**config.mk**
```make
export PLATFORM = sky130hd
export DESIGN_NAME = spec_fetch_unit
export DESIGN_NICKNAME = d
export VERILOG_FILES = /design/src/rtl/fetch_pkg.sv /design/src/rtl/fetch_pc.sv /design/src/rtl/fetch_queue.sv /design/src/rtl/spec_fetch_unit.sv
export SDC_FILE = /design/constraint.sdc
export NUM_CORES = 1
export LEC_CHECK = 0
export CORE_MARGIN = 3
export CORE_UTILIZATION = 43
export CTS_CLUSTER_SIZE = 40
export DETAILED_ROUTE_END_ITERATION = 7
export PLACE_DENSITY = 0.77
export SYNTH_ARGS = -nofsm -noshare
export SYNTH_HDL_FRONTEND = slang
export SYNTH_HIERARCHICAL = 1
export SYNTH_SLANG_ARGS = --single-unit
```
**constraint.sdc**
```tcl
create_clock -name clk -period 12.1 [get_ports clk]
set_clock_uncertainty 0.2 [all_clocks]
set_input_delay 2.42 -clock clk [delete_from_list [all_inputs] [get_ports clk]]
set_output_delay 2.42 -clock clk [all_outputs]
set_load 0.1 [all_outputs]
```
**src/rtl/fetch_pkg.sv**
```systemverilog
package fetch_pkg;

  typedef enum logic [1:0] {
    PC_HOLD = 2'd0,
    PC_STEP = 2'd1,
    PC_LOAD = 2'd2
  } pc_sel_e;

  function automatic pc_sel_e choose_pc_sel(input logic load, input logic step);
    if (load)      return PC_LOAD;
    else if (step) return PC_STEP;
    else           return PC_HOLD;
  endfunction

endpackage

```
**src/rtl/fetch_pc.sv**
```systemverilog
module fetch_pc
  import fetch_pkg::*;
#(
  parameter int AW   = 32,
  parameter int STEP = 4
) (
  input  logic          clk,
  input  logic          rst,
  input  pc_sel_e       sel_i,
  input  logic [AW-1:0] load_val_i,
  output logic [AW-1:0] pc_o
);

  localparam logic [AW-1:0] INC = AW'(STEP);

  logic [AW-1:0] pc_q;

  always_ff @(posedge clk) begin
    if (rst) begin
      pc_q <= '0;
    end else begin
      unique case (sel_i)
        PC_LOAD: pc_q <= load_val_i;
        PC_STEP: pc_q <= pc_q + INC;
        default: pc_q <= pc_q;
      endcase
    end
  end

  assign pc_o = pc_q;

  AST_LOAD_TAKES_VALUE: assert property (@(posedge clk) disable iff (rst)
    sel_i == PC_LOAD |=> pc_o == $past(load_val_i));

  AST_HOLD_KEEPS_PC: assert property (@(posedge clk) disable iff (rst)
    sel_i == PC_HOLD |=> $stable(pc_o));

endmodule

```
**src/rtl/fetch_queue.sv**
```systemverilog
module fetch_queue #(
  parameter int W     = 96,
  parameter int DEPTH = 2
) (
  input  logic         clk,
  input  logic         rst,
  input  logic         clear_i,
  input  logic         enq_i,
  input  logic [W-1:0] enq_data_i,
  input  logic         deq_i,
  output logic         valid_o,
  output logic         full_o,
  output logic [W-1:0] head_o
);

  localparam int PTRW = (DEPTH > 1) ? $clog2(DEPTH) : 1;
  localparam int CNTW = $clog2(DEPTH + 1);
  localparam logic [PTRW-1:0] LAST = PTRW'(DEPTH - 1);
  localparam logic [CNTW-1:0] FULL_CNT = CNTW'(DEPTH);

  logic [W-1:0]    slot_q [DEPTH];
  logic [PTRW-1:0] wr_ptr_q, rd_ptr_q;
  logic [CNTW-1:0] count_q;

  function automatic logic [PTRW-1:0] bump(input logic [PTRW-1:0] p);
    return (p == LAST) ? '0 : p + 1'b1;
  endfunction

  // storage without reset so it maps onto RAM-style resources
  always_ff @(posedge clk) begin
    if (enq_i) slot_q[wr_ptr_q] <= enq_data_i;
  end

  always_ff @(posedge clk) begin
    if (rst || clear_i) begin
      wr_ptr_q <= '0;
      rd_ptr_q <= '0;
      count_q  <= '0;
    end else begin
      if (enq_i) wr_ptr_q <= bump(wr_ptr_q);
      if (deq_i) rd_ptr_q <= bump(rd_ptr_q);
      unique case ({enq_i, deq_i})
        2'b10:   count_q <= count_q + 1'b1;
        2'b01:   count_q <= count_q - 1'b1;
        default: count_q <= count_q;
      endcase
    end
  end

  assign valid_o = (count_q != '0);
  assign full_o  = (count_q == FULL_CNT);
  assign head_o  = slot_q[rd_ptr_q];

  AST_NO_OVERFLOW: assert property (@(posedge clk) disable iff (rst)
    enq_i |-> !full_o);

  AST_NO_UNDERFLOW: assert property (@(posedge clk) disable iff (rst)
    deq_i |-> valid_o);

  AST_FLUSH_EMPTIES: assert property (@(posedge clk) disable iff (rst)
    clear_i |=> !valid_o);

endmodule

```
**src/rtl/spec_fetch_unit.sv**
```systemverilog
module spec_fetch_unit
  import fetch_pkg::*;
#(
  parameter int AW    = 32,
  parameter int IW    = 32,
  parameter int DEPTH = 2
) (
  input  logic          clk,
  input  logic          rst,
  input  logic          start_i,
  input  logic [AW-1:0] start_pc_i,
  input  logic          redirect_i,
  input  logic [AW-1:0] redirect_pc_i,
  output logic [AW-1:0] imem_addr_o,
  input  logic [IW-1:0] imem_data_i,
  input  logic          deq_i,
  output logic          out_valid_o,
  output logic [AW-1:0] out_pc_o,
  output logic [AW-1:0] out_ppc_o,
  output logic [IW-1:0] out_inst_o
);

  localparam int STEP = IW / 8;
  localparam int RECW = 2 * AW + IW;
  localparam logic [AW-1:0] INC = AW'(STEP);

  logic          running_q;
  logic          pc_load, fetch_fire, deq_fire;
  logic          q_valid, q_full;
  logic [AW-1:0] pc, load_val, guess_pc;
  logic [RECW-1:0] enq_rec, head_rec;
  pc_sel_e       pc_sel;

  // start outranks redirect; either one flushes and reloads
  assign pc_load    = start_i || redirect_i;
  assign load_val   = start_i ? start_pc_i : redirect_pc_i;
  assign fetch_fire = running_q && !q_full && !pc_load;
  assign deq_fire   = deq_i && q_valid && !pc_load;
  assign pc_sel     = choose_pc_sel(pc_load, fetch_fire);
  assign guess_pc   = pc + INC;
  assign enq_rec    = {pc, guess_pc, imem_data_i};

  always_ff @(posedge clk) begin
    if (rst)          running_q <= 1'b0;
    else if (start_i) running_q <= 1'b1;
  end

  fetch_pc #(.AW(AW), .STEP(STEP)) u_pc (
    .clk        (clk),
    .rst        (rst),
    .sel_i      (pc_sel),
    .load_val_i (load_val),
    .pc_o       (pc)
  );

  fetch_queue #(.W(RECW), .DEPTH(DEPTH)) u_queue (
    .clk        (clk),
    .rst        (rst),
    .clear_i    (pc_load),
    .enq_i      (fetch_fire),
    .enq_data_i (enq_rec),
    .deq_i      (deq_fire),
    .valid_o    (q_valid),
    .full_o     (q_full),
    .head_o     (head_rec)
  );

  assign imem_addr_o = pc;
  assign out_valid_o = q_valid;
  assign out_pc_o    = head_rec[RECW-1 -: AW];
  assign out_ppc_o   = head_rec[IW +: AW];
  assign out_inst_o  = head_rec[IW-1:0];

  AST_IDLE_BEFORE_START: assert property (@(posedge clk) disable iff (rst)
    !running_q |-> !out_valid_o);

  AST_START_LOADS: assert property (@(posedge clk) disable iff (rst)
    start_i |=> imem_addr_o == $past(start_pc_i));

  AST_REDIRECT_WINS: assert property (@(posedge clk) disable iff (rst)
    redirect_i && !start_i |=> imem_addr_o == $past(redirect_pc_i));

  AST_STALL_HOLDS: assert property (@(posedge clk) disable iff (rst)
    running_q && q_full && !pc_load |=> $stable(imem_addr_o));

  AST_GUESS_STEP: assert property (@(posedge clk) disable iff (rst)
    out_valid_o |-> out_ppc_o == out_pc_o + INC);

  AST_FLUSH_VISIBLE: assert property (@(posedge clk) disable iff (rst)
    pc_load |=> !out_valid_o);

endmodule

```
Word-level counts from Yosys, hierarchy flattened

Memory sizes are Yosys's and may differ from the RTL's. A register that Yosys moved wholly into a read port is not among the register bits.
Index checks and enable logic that the tools add are counted.

$add $sub $neg: 5
Eq/ne operators: 5
Multiplexer cells: 11
Reduce and logical (&&, ||, !) cells: 11

Operators by type and width:

| operator                                                           | number |
|---|---|
| 32-bit one-hot mux with 2 select lines                             | 1 |
| 32-bit by 3-bit adder with 32-bit output, second input constant    | 1 |
| 32-bit two-way mux                                                 | 1 |
| 1-bit two-way mux                                                  | 7 |
| 2-bit == test, second input constant                               | 3 |
| 2-bit nonzero test                                                 | 3 |
| 2-bit by 1-bit == test with 1-bit output, second input constant    | 2 |
| 1-bit logical AND                                                  | 4 |
| 2-bit one-hot mux with 2 select lines                              | 1 |
| 1-bit adder, second input constant                                 | 2 |
| 2-bit by 1-bit adder with 2-bit output, second input constant      | 1 |
| 1-bit logical NOT                                                  | 2 |
| 1-bit logical OR                                                   | 2 |
| 2-bit two-way mux                                                  | 1 |
| 2-bit by 1-bit subtractor with 2-bit output, second input constant | 1 |

Register bits: 37
Memory bits (writable): 192
Output and inout port bits: 129
Memories: 1

Memory list:

| name           | depth | bits a word | read ports | clocked after memory_dff | wr ports | line              | text |
|---|---|---|---|---|---|---|---|
| u_queue.slot_q | 2     | 96          | 1          | 1                        | 1        | fetch_queue.sv:21 | `logic [W-1:0] slot_q [DEPTH];` |

Longest topological paths before layout

Depth after elaboration: 8
Mapped depth: 11
Depth with buffers taken out: 9

Cells and area by module

Netlist, hierarchy kept.

Modules (own cells, without submodules):

| module          | instances | cells each | area each (sq um) | seq. area each (sq um) |
|---|---|---|---|---|
| fetch_queue     | 1         | 321        | 7141.8            | 5865.6 |
| fetch_pc        | 1         | 279        | 2127.0            | 640.6 |
| spec_fetch_unit | 1         | 123        | 997.2             | 20.0 |

Worst setup path after synthesis

Ideal clock, no wire load.

Path kind: input port to flip-flop
Start: input port start_i
End: memory u_queue.slot_q[0][0] (enable)
Library setup time: 0.552 ns
Data arrival time: 7.501 ns
Data required time: 11.348 ns
Path slack: 3.847 ns
Stages on the path: 5
Cell sequence: clkbuf_1 -> or2_2 -> nor3b_1 -> inv_1 -> nor2_1

Longest elaborated chain between the ends: 5

RTL lines:

| item                                    | line                  | text |
|---|---|---|
| start: declaration                      | spec_fetch_unit.sv:10 | `input logic start_i,` |
| 1-bit logical OR                        | spec_fetch_unit.sv:35 | `assign pc_load = start_i \|\| redirect_i;` |
| via pc_load                             | spec_fetch_unit.sv:28 | `logic pc_load, fetch_fire, deq_fire;` |
| 1-bit logical NOT                       | spec_fetch_unit.sv:37 | `assign fetch_fire = running_q && !q_full && !pc_load;` |
| 1-bit logical AND                       | spec_fetch_unit.sv:37 |  |
| via fetch_fire                          | spec_fetch_unit.sv:28 |  |
| 1-bit two-way mux                       | fetch_queue.sv:31     | `if (enq_i) slot_q[wr_ptr_q] <= enq_data_i;` |
| 1-bit two-way mux (implied by the code) | fetch_queue.sv:31     |  |
| end: declaration                        | fetch_queue.sv:21     |  |

The timed path passes the listed nets, and every way through them passes these cells.

==> flow_summary.rst <==
.. list-table::
   :header-rows: 1

   * - Metric
     - Value
   * - Total negative slack
     - 0 ns
   * - Core Rows
     - 55
   * - Clk pin slew, worst setup/hold paths
     - 0.06 ns
   * - Area of the placeable core
     - 23100 um^2
   * - Number of cells in the finished layout apart from fillers
     - around 1300
   * - Max-slew headroom
     - 30.3%
   * - Area enclosed by the die boundary
     - 25800 um^2
   * - Max capacitance violation total
     - 0
   * - Post-detailed-routing wire length
     - ~24000 um
   * - Synth cell count leaders
     - 192 x sky130_fd_sc_hd__edfxtp_1, 129 x sky130_fd_sc_hd__mux2_2, 38 x sky130_fd_sc_hd__dfxtp_1, 38 x sky130_fd_sc_hd__nor2_1, 36 x sky130_fd_sc_hd__nand2_1
   * - Leakage power total
     - 4.57 nW
   * - Root buffer cell
     - sky130_fd_sc_hd__clkbuf_16
   * - Met1 track demand over resource
     - 25.0%
   * - Synth cell types
     - 60
   * - H-tree depth
     - 1
   * - Number of detailed-route iterations in the first pass
     - 5
   * - Synthesized netlist net count
     - 829
   * - Routed Antenna Nets
     - 0
   * - Number of synthesis warnings
     - 6
   * - Die height
     - 161 um
   * - Vias in the first global route
     - between 6000 and 7000
   * - Worst Path Arrival
     - 3.44 ns
   * - Syn_area_per_cell
     - 14.2 um^2
   * - Max-slew violations
     - 0
   * - Number of buffers created by CTS
     - 25
   * - Sinks on Clock Net
     - 230
   * - Final period demand of the worst path
     - 6.06 ns
   * - Tot Pwr
     - between 1.5 and 2 mW
   * - DPL Wire Length
     - 15800 um
   * - Quantity of hold-fixing buffers added after cts
     - 0
   * - Proportion of layout cells with a drive suffix above 1
     - 19.9%
   * - Vias per std cell
     - 5.33
   * - Biggest fanout along the worst timing path
     - 59
   * - Final number of hold-violating endpoints
     - 0
   * - Nets
     - 1062
   * - Top cells by area, synth
     - sky130_fd_sc_hd__edfxtp_1 56%, sky130_fd_sc_hd__mux2_2 14%, sky130_fd_sc_hd__dfxtp_1 7.4%
   * - Hold Slack
     - 0.282 ns
   * - Final estimated routing congestion in global placement
     - approximately 0.86
   * - Power density over the cells
     - 138 nW/um^2
   * - Hold Path Cell Cnt
     - 2
   * - Number of DRC violations after detailed-routing iteration 0
     - 608
   * - Global-route wire length before repair
     - 37400 um
   * - Clock Latency Late Sink
     - 0.51 ns
   * - Number of cells produced by synthesis
     - 723
   * - Width of the die
     - 161 um
   * - Number of flip-flops and latches in the synthesized netlist
     - 230
   * - Final worst-path cycle share
     - between 50% and 60%
   * - Total congestion overflow
     - 0
   * - Setup repair after global routing missed its margin
     - no
   * - Share of synthesized area occupied by flip-flops and latches
     - 63.6%
   * - Worst Max-Slew Pin Slew
     - 1.04 ns
   * - Pin count of the biggest net entering global routing
     - 60
   * - Endpoint type of the worst setup path
     - output port
   * - Crit path required time
     - between 9 and 10 ns
   * - Remaining design rule violation count
     - 0
   * - Commonest register cell after synthesis
     - sky130_fd_sc_hd__edfxtp_1
   * - Port bufs
     - 229
   * - Initial antenna violation count
     - 0
   * - Post-synth top area share
     - 56.2%
   * - Outcome
     - complete, no violations
   * - Met3 routing resource usage after global routing
     - approximately 3.5%
   * - Critical path start-end classification
     - reg -> out
   * - Antenna cells
     - 0
   * - Highest clock frequency the design can meet
     - 165 MHz
   * - Global-route met2 utilization
     - 29.2%
   * - Ports placed on the boundary
     - 230
   * - CTS-repair resized insts
     - 0
   * - Total Routing Usage GR
     - 18.0%
   * - Starting utilization of the core area
     - 44.5%
   * - Placed Cells
     - around 1200
   * - Worst setup SP type
     - flop
   * - Fraction of registers with async set or reset after synthesis
     - 0%
   * - Buffers from clock root to sink, at most
     - 3
   * - Routed wirelength normalized by instance count
     - 18.7 um
   * - Highest-utilization routing layer at the global route stage
     - met2
   * - Maximum vdd drop
     - ~80 uV
   * - Total setup buffers inserted after CTS
     - 0
   * - Final setup viols
     - 0
   * - Count of flip-flops with a built-in enable after synthesis
     - 192
   * - Cell depth of the worst flop-to-flop path
     - 8
   * - Most frequent cell after synthesis
     - sky130_fd_sc_hd__edfxtp_1
   * - Total via count after detailed routing
     - 6848
   * - Type of the most critical hold path
     - reg -> reg
   * - Combined area of all synthesized cells
     - 10300 um^2
   * - Clock tree from TritonCTS
     - done
   * - Most area-hungry cell type in the Yosys netlist
     - sky130_fd_sc_hd__edfxtp_1
   * - Signed area change from the synthesized netlist to the final layout
     - 32.2%
-- per-layer routing --
layer	wire, um	vias up
met2	11400	261
met1	10400	3303
met5	0	-
met3	1720	37
met4	498	0
li1	-	3247
-- cells by family (layout without fill, tap and decap cells) --
family	Yosys count	in the layout	synth area share (%)
DFF	230	230	63.6
and+or+nand+nor	195	195	11.0
muxes	135	135	14.7
AOI/OAI and AO/OA	85	85	5.19
buffers and inverters	41	291	2.16
xor gates and xnor gates	32	32	2.73
adders and majority gates	5	5	0.609
-- worst max-delay path: stages (launching register included) --
cell and delay (ns):
sky130_fd_sc_hd__dfxtp_4 0.68, sky130_fd_sc_hd__buf_4 0.73, sky130_fd_sc_hd__mux2_2 0.29, sky130_fd_sc_hd__clkdlybuf4s50_1 1.15
-- sequential cells by signal (all words and copies together) (netlist names), named ones only --
signal and cells:
running_q 1, u_queue/rd_ptr_q 1, u_pc/pc_o 32, u_queue/count_q 2, u_queue/slot_q 192, u_queue/wr_ptr_q 1
-- where the power goes --
group / leakage (nW) / internal [mW] / switching [mW] / total, mW
logic: 2.14 / 0.0914 / 0.183 / 0.274
registers: 2.07 / 0.883 / 0.0363 / 0.919
clock network: 0.354 / 0.395 / 0.287 / 0.682
total: 4.57 / 1.37 / 0.507 / 1.88
-- final timing paths --
kind	start	end	slack, ns
hold / removal	running_q$_SDFFE_PP0P_	running_q$_SDFFE_PP0P_	0.28
setup / recovery	flop	out_ppc_o[11]	6.04
hold reg to reg	running_q$_SDFFE_PP0P_	running_q$_SDFFE_PP0P_	0.28
setup reg to reg	u_queue/count_q[0]$_SDFFE_PP0P_	u_pc/pc_o[30]$_SDFFE_PP0P_	8.55
-- cell usage in the layout (no fill, tap or decap), drive strengths merged, types with 5 or more instances in the layout --
master	count
a21oi	30
a31oi	5
and3	13
buf	8
clkbuf	36
clkdlybuf4s50	229
clkinv	6
dfxtp	38
edfxtp	192
ha	5
inv	10
mux2	129
mux2i	6
nand2	36
nand3	32
nand4	20
nor2	40
nor2b	7
nor3	13
nor4	9
o21ai	18
o22ai	5
xnor2	23
xor2	9
-- cell type report --
| class | instances | area, um^2 |
|---|---|---|
| clock buffer | 36 | 688 |
| clock inverter | 8 | 47.5 |
| fill | 1851 | 9480 |
| inverter | 10 | 37.5 |
| multi-input combinational | 452 | 3530 |
| sequential | 230 | 6530 |
| tap | 313 | 392 |
| timing repair buffer | 237 | 2350 |
-- stage by stage --
step	setup WS (ns)	instance area (um^2)	utilization (%)
2_1_floorplan	3.85	10300	-
4_1_cts	5.98	13600	58.9
6_report	6.04	13600	58.9
3_3_place_gp	5.84	12800	55.7
5_1_grt	5.86	13600	58.9
3_5_place_dp	5.75	12800	55.7
(Power assumes the default switching activity.)
